==> src/rtl/rx_des_pkg.sv <==
package rx_des_pkg;

  typedef enum logic [1:0] {
    ST_HUNT   = 2'd0,
    ST_SETTLE = 2'd1,
    ST_RUN    = 2'd2
  } link_st_e;

  // strobe rise delay, in bit clocks, after a new word appears
  function automatic int rise_delay(input int bits);
    return (bits >= 3) ? (bits - 1) / 2 : 1;
  endfunction

  function automatic int max1(input int v);
    return (v < 1) ? 1 : v;
  endfunction

endpackage

==> src/rtl/rx_lane_shift.sv <==
module rx_lane_shift #(
  parameter int BITS = 7
) (
  input  logic            clk,
  input  logic            rst,
  input  logic            bit_in,
  output logic [BITS-1:0] frame_o
);

  logic [BITS-1:0] sh_q;

  // newest sample enters at the top; after BITS shifts the oldest sits at bit 0
  always_ff @(posedge clk) begin
    if (rst) sh_q <= '0;
    else     sh_q <= {bit_in, sh_q[BITS-1:1]};
  end

  assign frame_o = sh_q;

endmodule

==> src/rtl/rx_frame_align.sv <==
module rx_frame_align
  import rx_des_pkg::*;
#(
  parameter int BITS        = 7,
  parameter int LOCK_FRAMES = 1024
) (
  input  logic clk,
  input  logic rst,
  input  logic pd_n,
  input  logic ser_clk,
  output logic cap_en,
  output logic rise_en
);

  localparam int SPW     = max1($clog2(BITS));
  localparam int CW      = max1($clog2(LOCK_FRAMES + 2));
  localparam int LAST    = BITS - 1;
  localparam int RISE_AT = rise_delay(BITS) - 1;
  localparam int LF_M1   = (LOCK_FRAMES > 0) ? LOCK_FRAMES - 1 : 0;
  localparam link_st_e RESTART = (LOCK_FRAMES == 0) ? ST_RUN : ST_SETTLE;

  logic           ck_prev_q;
  logic [SPW-1:0] sp_q, sp_d;
  logic [CW-1:0]  cnt_q, cnt_d;
  link_st_e       st_q, st_d;
  logic           live_q, live_d;
  logic           cap_d;

  logic edge_w, slot_w, on_time, off_time, miss;

  assign edge_w   = ser_clk & ~ck_prev_q;
  assign slot_w   = (sp_q == SPW'(LAST));
  assign on_time  = edge_w & slot_w;
  assign off_time = edge_w & ~slot_w;
  assign miss     = ~edge_w & slot_w;

  always_comb begin
    st_d   = st_q;
    cnt_d  = cnt_q;
    sp_d   = sp_q;
    live_d = live_q;
    cap_d  = 1'b0;
    if (!pd_n) begin
      st_d   = ST_HUNT;
      live_d = 1'b0;
    end else begin
      case (st_q)
        ST_HUNT: begin
          if (edge_w) begin
            sp_d  = '0;
            cnt_d = '0;
            st_d  = RESTART;
          end
        end
        ST_SETTLE, ST_RUN: begin
          if (on_time) begin
            sp_d = '0;
            if (st_q == ST_SETTLE) begin
              cnt_d = cnt_q + CW'(1);
              if (cnt_q == CW'(LF_M1)) st_d = ST_RUN;
            end else begin
              cap_d  = 1'b1;
              live_d = 1'b1;
            end
          end else if (off_time) begin
            sp_d   = '0;
            cnt_d  = '0;
            st_d   = RESTART;
            live_d = 1'b0;
          end else if (miss) begin
            st_d   = ST_HUNT;
            live_d = 1'b0;
          end else begin
            sp_d = sp_q + SPW'(1);
          end
        end
        default: st_d = ST_HUNT;
      endcase
    end
  end

  always_ff @(posedge clk) begin
    if (rst) begin
      ck_prev_q <= 1'b0;
      sp_q      <= '0;
      cnt_q     <= '0;
      st_q      <= ST_HUNT;
      live_q    <= 1'b0;
    end else begin
      ck_prev_q <= ser_clk;
      sp_q      <= sp_d;
      cnt_q     <= cnt_d;
      st_q      <= st_d;
      live_q    <= live_d;
    end
  end

  assign cap_en  = cap_d;
  assign rise_en = pd_n & (st_q == ST_RUN) & live_q & ~edge_w &
                   (sp_q == SPW'(RISE_AT));

  // the sample position inside a frame never leaves 0..BITS-1
  p_slot_range_r2: assert property (@(posedge clk) disable iff (rst)
    sp_q <= SPW'(LAST));

endmodule

==> src/rtl/rx_word_out.sv <==
module rx_word_out #(
  parameter int WORD = 21
) (
  input  logic            clk,
  input  logic            rst,
  input  logic            cap_en,
  input  logic            rise_en,
  input  logic [WORD-1:0] frame_in,
  output logic [WORD-1:0] word_o,
  output logic            pclk_o
);

  logic [WORD-1:0] word_q;
  logic            pclk_q;

  always_ff @(posedge clk) begin
    if (rst) begin
      word_q <= '0;
      pclk_q <= 1'b0;
    end else if (cap_en) begin
      word_q <= frame_in;
      pclk_q <= 1'b0;
    end else if (rise_en) begin
      pclk_q <= 1'b1;
    end
  end

  assign word_o = word_q;
  assign pclk_o = pclk_q;

  // the word only moves right after the aligner accepted a frame
  p_upd_on_cap_r3: assert property (@(posedge clk) disable iff (rst)
    !$stable(word_q) |-> $past(cap_en));

endmodule

==> src/rtl/rx_deser7.sv <==
module rx_deser7 #(
  parameter int LANES       = 3,
  parameter int BITS        = 7,
  parameter int LOCK_FRAMES = 1024
) (
  input  logic                  clk,
  input  logic                  rst,
  input  logic                  pd_n,
  input  logic [LANES-1:0]      ser_lane,
  input  logic                  ser_clk,
  output logic [LANES*BITS-1:0] par_data,
  output logic                  par_clk
);

  localparam int WORD = LANES * BITS;

  logic [WORD-1:0] frame_all;
  logic            cap_en;
  logic            rise_en;

  for (genvar k = 0; k < LANES; k++) begin : g_lane
    rx_lane_shift #(.BITS(BITS)) u_shift (
      .clk    (clk),
      .rst    (rst),
      .bit_in (ser_lane[k]),
      .frame_o(frame_all[k*BITS +: BITS])
    );
  end

  rx_frame_align #(.BITS(BITS), .LOCK_FRAMES(LOCK_FRAMES)) u_align (
    .clk    (clk),
    .rst    (rst),
    .pd_n   (pd_n),
    .ser_clk(ser_clk),
    .cap_en (cap_en),
    .rise_en(rise_en)
  );

  rx_word_out #(.WORD(WORD)) u_out (
    .clk     (clk),
    .rst     (rst),
    .cap_en  (cap_en),
    .rise_en (rise_en),
    .frame_in(frame_all),
    .word_o  (par_data),
    .pclk_o  (par_clk)
  );

  // a capture coincides with a 0-to-1 step on the clock lane
  p_cap_on_edge_r2: assert property (@(posedge clk) disable iff (rst)
    cap_en |-> (ser_clk && !$past(ser_clk)));

  // data is stable for as long as the strobe stays high
  p_hi_stable_r4: assert property (@(posedge clk) disable iff (rst)
    (par_clk && $past(par_clk)) |-> $stable(par_data));

  // no capture while powered down
  p_nocap_pd_r5: assert property (@(posedge clk) disable iff (rst)
    !pd_n |-> !cap_en);

  // outputs frozen the cycle after power-down was sampled
  p_hold_pd_r5: assert property (@(posedge clk) disable iff (rst)
    (!$past(pd_n) && !$past(rst)) |-> ($stable(par_data) && $stable(par_clk)));

  // reset leaves both outputs at zero
  p_zero_after_reset_r8: assert property (@(posedge clk) disable iff (rst)
    $past(rst) |-> (par_data == '0 && !par_clk));

endmodule

==> config.mk <==
export PLATFORM = sky130hd
export DESIGN_NAME = rx_deser7
export DESIGN_NICKNAME = d
export VERILOG_FILES = /design/src/rtl/rx_des_pkg.sv /design/src/rtl/rx_lane_shift.sv /design/src/rtl/rx_frame_align.sv /design/src/rtl/rx_word_out.sv /design/src/rtl/rx_deser7.sv
export SDC_FILE = /design/constraint.sdc
export NUM_CORES = 1
export LEC_CHECK = 0
export BUFFER_PORTS_ARGS = -buffer_cell sky130_fd_sc_hd__buf_2
export CORE_MARGIN = 1.5
export CORE_UTILIZATION = 55
export DETAILED_ROUTE_END_ITERATION = 7
export PLACE_DENSITY = 0.78
export SLEW_MARGIN = 20
export SYNTH_ARGS = -nofsm -noshare
export SYNTH_HDL_FRONTEND = slang
export SYNTH_SLANG_ARGS = --single-unit
==> constraint.sdc <==
create_clock -name clk -period 2.55 [get_ports clk]
set_input_delay 0.3825 -clock clk [delete_from_list [all_inputs] [get_ports clk]]
set_output_delay 0.3825 -clock clk [all_outputs]
set_load 0.01 [all_outputs]
==> impl_results.md, run 1 <==
* Status: finished clean
* Post-Syn Nets at 298
* GRT overflow at 0
* DR WL/cell at 12.1 microns
* CTS max path bufs at 2
* Main synth FF type: dfxtp_1
* DRT antenna net count at 0
* Via count at 1913
* Dpl cells at 347
* Antenna diodes at 0
* Post-CTS setup buffer count at 0
* Average via count per standard cell at 5.28
* Crit Path Max Fanout at 25
* Share of power burned in registers at 53.1%
* Gate power share at 4.4%
* Rel. slew slack at 48.2%
* Post-Syn Area at 2490 sq um
* Min Tclk post-route at 2.27 ns
* # clock sinks at 61
* Initial antenna violation count at 0
* FMAX at 0.441 GHz
* Top cell type's share of synthesized area at 49.0%
* Async set-reset flop share out of synthesis at 0%
* WHS at 0.266 ns
* Worst EP required at 2.81 ns
* Area grow syn2layout at 13.7%
* First-pass GRT wire length at 7.54 mm
* Avg Cell Area, Syn at 8.92 sq um
* Synth area leaders: dfxtp_1 49%, nand2_1 8.4%, a21oi_1 7.2%
* Worst Path Arrival at 2.53 ns
* Core ar. at 4350 sq um
* First drt pass iteration count at 4
* Total area of sequential cells at 1220 sq um
* Critical Path End Type: flip-flop
* Routability congestion estimate at 0.796
* Crit share post-route at 89.0%
* Startpoint type of the worst setup path: flip-flop
* Post-synth EDFFs at 0
* RSZ-0062 raised after global routing: false
* Lkg Pwr at 1.08 nW
* YS warnings at 0
* Seq/Total Area, Yosys at 49.0%
* Hold crit path type: input port to flip-flop
* PD cells at 645 nW/um^2
* CTS tree: built
* Worst-margin pin slew at 0.777 ns
* 1st-iter DRT viols at 132
* Worst Skew at 0.00610 ns
* Final TNS setup at 0 ns
* Number of H-tree levels at 3
* Std cell rows at 24
* P_sw at 0.410 mW
* Fill cells at 373
* Die area at 4940 sq um
* Clock power frac at 42.4%
* Pint at 1.42 mW
* Die width at 70.3 microns
* Multi-input logic area at 1150 sq um
* Root Driver: clkbuf_8
* Worst-skew pair later-pin latency at 0.33 ns
* Yosys top cell by area: dfxtp_1
* Routed WL at 4.37 mm
* Post-Synthesis Cells at 279
* Starting density of the core at 57.2%
* Max Slew Vio Count at 0
* DRC Markers at 0
* Share of cells above drive strength 1 at 17.1%
* Nets at 325
* I/O pins at 29
* CTS Buf Count at 9
* Hpwl dp at 2.87 mm
* Overall Global Routing Usage at 19.5%
* VDD IR-drop max at 407 uV
* Final Hold Fails at 0
* Max Cap Violations at 0
* Netlist cell types at 37
* Clock transition at path regs at 0.06 ns
* Switching portion of total power at 22.5%
* Final setup fails at 0
* Pin count of the biggest net entering global routing at 51
* Crit Path Class: flip-flop to flip-flop
* Count leader, synth: dfxtp_1
* Synth Register Bits at 61
* Post-route insts no fill at 362
* Leading post-synthesis cells by instance count: 61 x dfxtp_1, 56 x nand2_1, 36 x a21oi_1, 22 x nor2b_1, 12 x ha_1
* Chip height at 70.3 microns
* Port Buffers at 28
* Vias in the first global route at 1747
[worst max-delay path, stage by stage, from the launching register on]
cell	delay [ns]
dfxtp_1	0.36
inv_1	0.05
ha_1	0.20
nand2_1	0.11
inv_1	0.09
ha_1	0.23
nor3b_1	0.20
a21o_1	0.53
o31ai_2	0.12
buf_4	0.18
a21oi_1	0.12
[layout by cell type, fill, tap and decap left out, types with 2 or more instances in the layout]
cell and instances:
dfxtp_1 61, nand2_1 55, a21oi_1 36, buf_2 28, nor2b_1 22, ha_1 12
clkbuf_8 12, inv_1 9, o31ai_1 8, or4_1 7, or3_1 6, nand3_1 5
nand3b_1 4, mux2i_1 4, o21ai_0 4, buf_4 4, o311ai_0 3, nor4_1 3
nor2_1 3, nand4_1 2, or2_2 2, clkinvlp_4 2
[per-stage QoR]
stage                     cell area (sq um)  setup WS (ns)  utilization, %  total power [mW]
after floorplan                        2490          0.583               -              1.06
after global placement                 2640          0.331            60.7              1.07
after detailed placement               2640          0.248            60.7              1.07
after CTS                              2830          0.220            64.9              1.85
after global routing                   2830         0.0370            65.0              1.90
final                                  2830          0.282            65.0              1.83
[state kept, by name, summed over array words and instances, names as in the netlist]
| signal | cells |
|---|---|
| g_lane.u_shift.frame_o | 21 |
| u_out.word_o | 21 |
| u_align.live_q | 1 |
| u_align.st_q | 2 |
| u_align.ck_prev_q | 1 |
| u_out.pclk_o | 1 |
| u_align.cnt_q | 11 |
| u_align.sp_q | 3 |
[kinds of logic (layout without fill, tap and decap cells)]
logic type               after synthesis  in the layout  share of synthesized area [%]
buffers and inverters                 26             57                           4.82
AND/OR/NAND/NOR                      117            117                           24.3
multiplexers                           4              4                           1.61
adder cells (fa/ha/maj)               12             12                           6.03
flip-flops                            61             61                           49.0
AO/OA/AOI/OAI                         59             59                           14.2
[timing repair]
item / 4_1_cts / 5_1_grt
hold buffers: 0 / 0
endpoints found under the hold margin: 0 / 0
resized for setup: 0 / 1
setup endpoints to repair: 0 / 2
[power by group through the flow]
stage               logic, mW  clock network [mW]  registers [mW]
global placement       0.0795                   0           0.991
global route           0.0913               0.839           0.971
finish                 0.0812               0.775           0.970
detailed placement     0.0806                   0           0.991
CTS                    0.0811               0.803           0.970
floorplan              0.0671                   0           0.989
[worst paths after layout]
check                                from                           end  slack (ns)  depth (start not counted)
max                       u_align.sp_q[0]              u_align.cnt_q[5]        0.28                         10
min                           ser_lane[1]  g_lane[1].u_shift.frame_o[6]        0.27                          2
max reg2reg               u_align.sp_q[0]              u_align.cnt_q[5]        0.28                         10
min reg2reg  g_lane[1].u_shift.frame_o[0]               u_out.word_o[7]        0.44                          2
[layout make-up]
| cell class | count | area share, % |
|---|---|---|
| clock buffer | 12 | 5.84 |
| clock inverter | 3 | 0.707 |
| inverter | 10 | 1.33 |
| multi-input combinational | 192 | 40.7 |
| sequential | 61 | 43.1 |
| tap | 52 | 2.30 |
| timing repair buffer | 32 | 6.01 |
[per-layer routing]
metal  share of wire [%]  GRT usage [%]
met1                  49           24.9
met3                 4.1           7.07
met5                   0              0
met4                 1.3           9.83
met2                  46           28.8
Power figures use the tool's default switching activity.
==> run 2, diff against run 1 <==
--- a/config.mk
+++ b/config.mk
@@ -7,9 +7,9 @@
 export LEC_CHECK = 0
 export BUFFER_PORTS_ARGS = -buffer_cell sky130_fd_sc_hd__buf_2
 export CORE_MARGIN = 1.5
-export CORE_UTILIZATION = 55
+export CORE_UTILIZATION = 51
 export DETAILED_ROUTE_END_ITERATION = 7
-export PLACE_DENSITY = 0.78
+export PLACE_DENSITY = 0.76
 export SLEW_MARGIN = 20
 export SYNTH_ARGS = -nofsm -noshare
 export SYNTH_HDL_FRONTEND = slang
==> constraint.sdc (replaced) <==
create_clock -name clk -period 2 [get_ports clk]
set_input_delay 0.3 -clock clk [delete_from_list [all_inputs] [get_ports clk]]
set_output_delay 0.3 -clock clk [all_outputs]
set_load 0.01 [all_outputs]
==> impl_results.md, run 2 (synthesis gave the netlist of run 1 again) <==
* Status: finished clean
* Root Driver: clkbuf_8
* Slowest cell on crit path: or3_1
* First-pass GRT wire length at 8.02 mm
* Core ar. at 4720 sq um
* VDD IR-drop max at 645 uV
* Met2 global-route usage at 31.0%
* CP cell instances: inv_2 > ha_4 > nand2_4 > ha_2 > nor3b_2 > a21o_1 > buf_4 > clkbuf_16 > or3_1 > a21oi_1
* Chip height at 72.9 microns
* Worst Path Arrival at 2.26 ns
* Pin count of the biggest net entering global routing at 51
* Dpl cells at 373
* Most common cell after layout, fill and taps aside: dfxtp_1
* Rel. slew slack at 67.3%
* Share of cells above drive strength 1 at 26.1%
* Number of H-tree levels at 3
* Crit share post-route at 99.6%
* Dpl cell area at 2790 sq um
* Critical Path End Type: flip-flop
* RSZ-0062 raised after global routing: true
* 1st-iter DRT viols at 136
* I/O pins at 29
* Worst setup margin at 0.00766 ns
* # clock sinks at 61
* Min Tclk post-route at 1.99 ns
* Final Hold Fails at 0
* Max Slew Vio Count at 0
* DRT antenna net count at 0
* Slowest stage delay, CP at 0.35 ns
* Worst-skew pair later-pin latency at 0.34 ns
* Via count at 2066
* Max Cap Violations at 0
* Initial antenna violation count at 0
* Pre-CTS WS at -0.115 ns
* Bufs and invs on worst path at 3
* Average via count per standard cell at 5.26
* Post-route insts no fill at 393
* Hold crit path type: input port to flip-flop
* Antenna diodes at 0
* Finished Cell Area at 3150 sq um
* PD cells at 788 nW/um^2
* Std cell rows at 25
* Routed WL at 5.21 mm
* GRT overflow at 0
* Die width at 72.9 microns
* CTS tree: built
* Final TNS setup at 0 ns
* DR WL/cell at 13.2 microns
* Highest-count cells in the layout ignoring fill and taps: 59 x dfxtp_1, 55 x nand2_1, 34 x a21oi_1, 28 x buf_2, 22 x nor2b_1
* Hpwl dp at 3.10 mm
* Die area at 5310 sq um
* Worst EP required at 2.27 ns
* Worst path top cell family by delay: simple AND/OR/NAND/NOR gates
* Lkg Pwr at 1.22 nW
* FMAX at 0.502 GHz
* Startpoint type of the worst setup path: flip-flop
* Overall Global Routing Usage at 19.9%
* Worst Skew at 0.00796 ns
* CTS max path bufs at 2
* Crit Path Max Fanout at 12
* Starting density of the core at 52.7%
* Final setup fails at 0
* Met1 Usage GRT at 25.1%
* Vias in the first global route at 1820
* Area grow syn2layout at 26.4%
* First drt pass iteration count at 4
* Met3 Track Usage GR at 5.25%
* Worst-margin pin slew at 0.491 ns
* Clock transition at path regs at 0.08 ns
* Nets at 340
* CTS Buf Count at 9
* Routability congestion estimate at 0.805
* Crit Path Class: flip-flop to flip-flop
* Busiest grt layer: met2
* Port Buffers at 28
* DRC Markers at 0
-- run 2: power by group --
| part | leakage (nW) | internal, mW | switching (mW) |
|---|---|---|---|
| combinational | 0.629 | 0.0764 | 0.0889 |
| sequential | 0.494 | 1.23 | 0.00759 |
| clock | 0.0954 | 0.578 | 0.501 |
-- run 2: per-layer routing --
metal	wire, microns	vias to the layer above	share of wire, %
met5	0	-	0
li1	-	1042	-
met1	2340	962	45
met2	2530	50	49
met3	242	12	4.6
met4	89	0	1.7
-- run 2: stage by stage --
step	hold slack [ns]	utilization (%)	power (mW)
finish	0.166	66.6	2.48
global route	0.163	66.6	2.57
CTS	0.164	64.0	2.47
detailed placement	0.433	59.2	1.39
global placement	0.421	59.2	1.38
floorplan	0.417	-	1.35
-- run 2: path summary, 6_finish.rpt --
check | startpoint | end | slack, ns | cells past startpoint
max | u_align.sp_q[0] | u_align.cnt_q[1] | 0.008 | 10
min | ser_lane[0] | g_lane[0].u_shift.frame_o[6] | 0.17 | 2
max reg2reg | u_align.sp_q[0] | u_align.cnt_q[1] | 0.008 | 10
min reg2reg | g_lane[2].u_shift.frame_o[0] | u_out.word_o[14] | 0.44 | 2
-- run 2: repair_timing --
item | 4_1_cts | 5_1_grt
hold buffers | 0 | 0
gates cloned | 0 | 2
pin swaps | 0 | 3
gates resized for setup | 8 | 16
endpoints found under the setup margin | 27 | 12
buffers inserted | 1 | 1
-- run 2: final cells by class --
cell class	instances	area, sq um
Timing Repair Buffer	47	368
Clock inverter	7	76.3
Tap cell	67	83.8
Multi-Input combinational cell	192	1230
Sequential cell	61	1220
Fill cell	370	1580
Inverter	10	40.0
Clock buffer	9	124
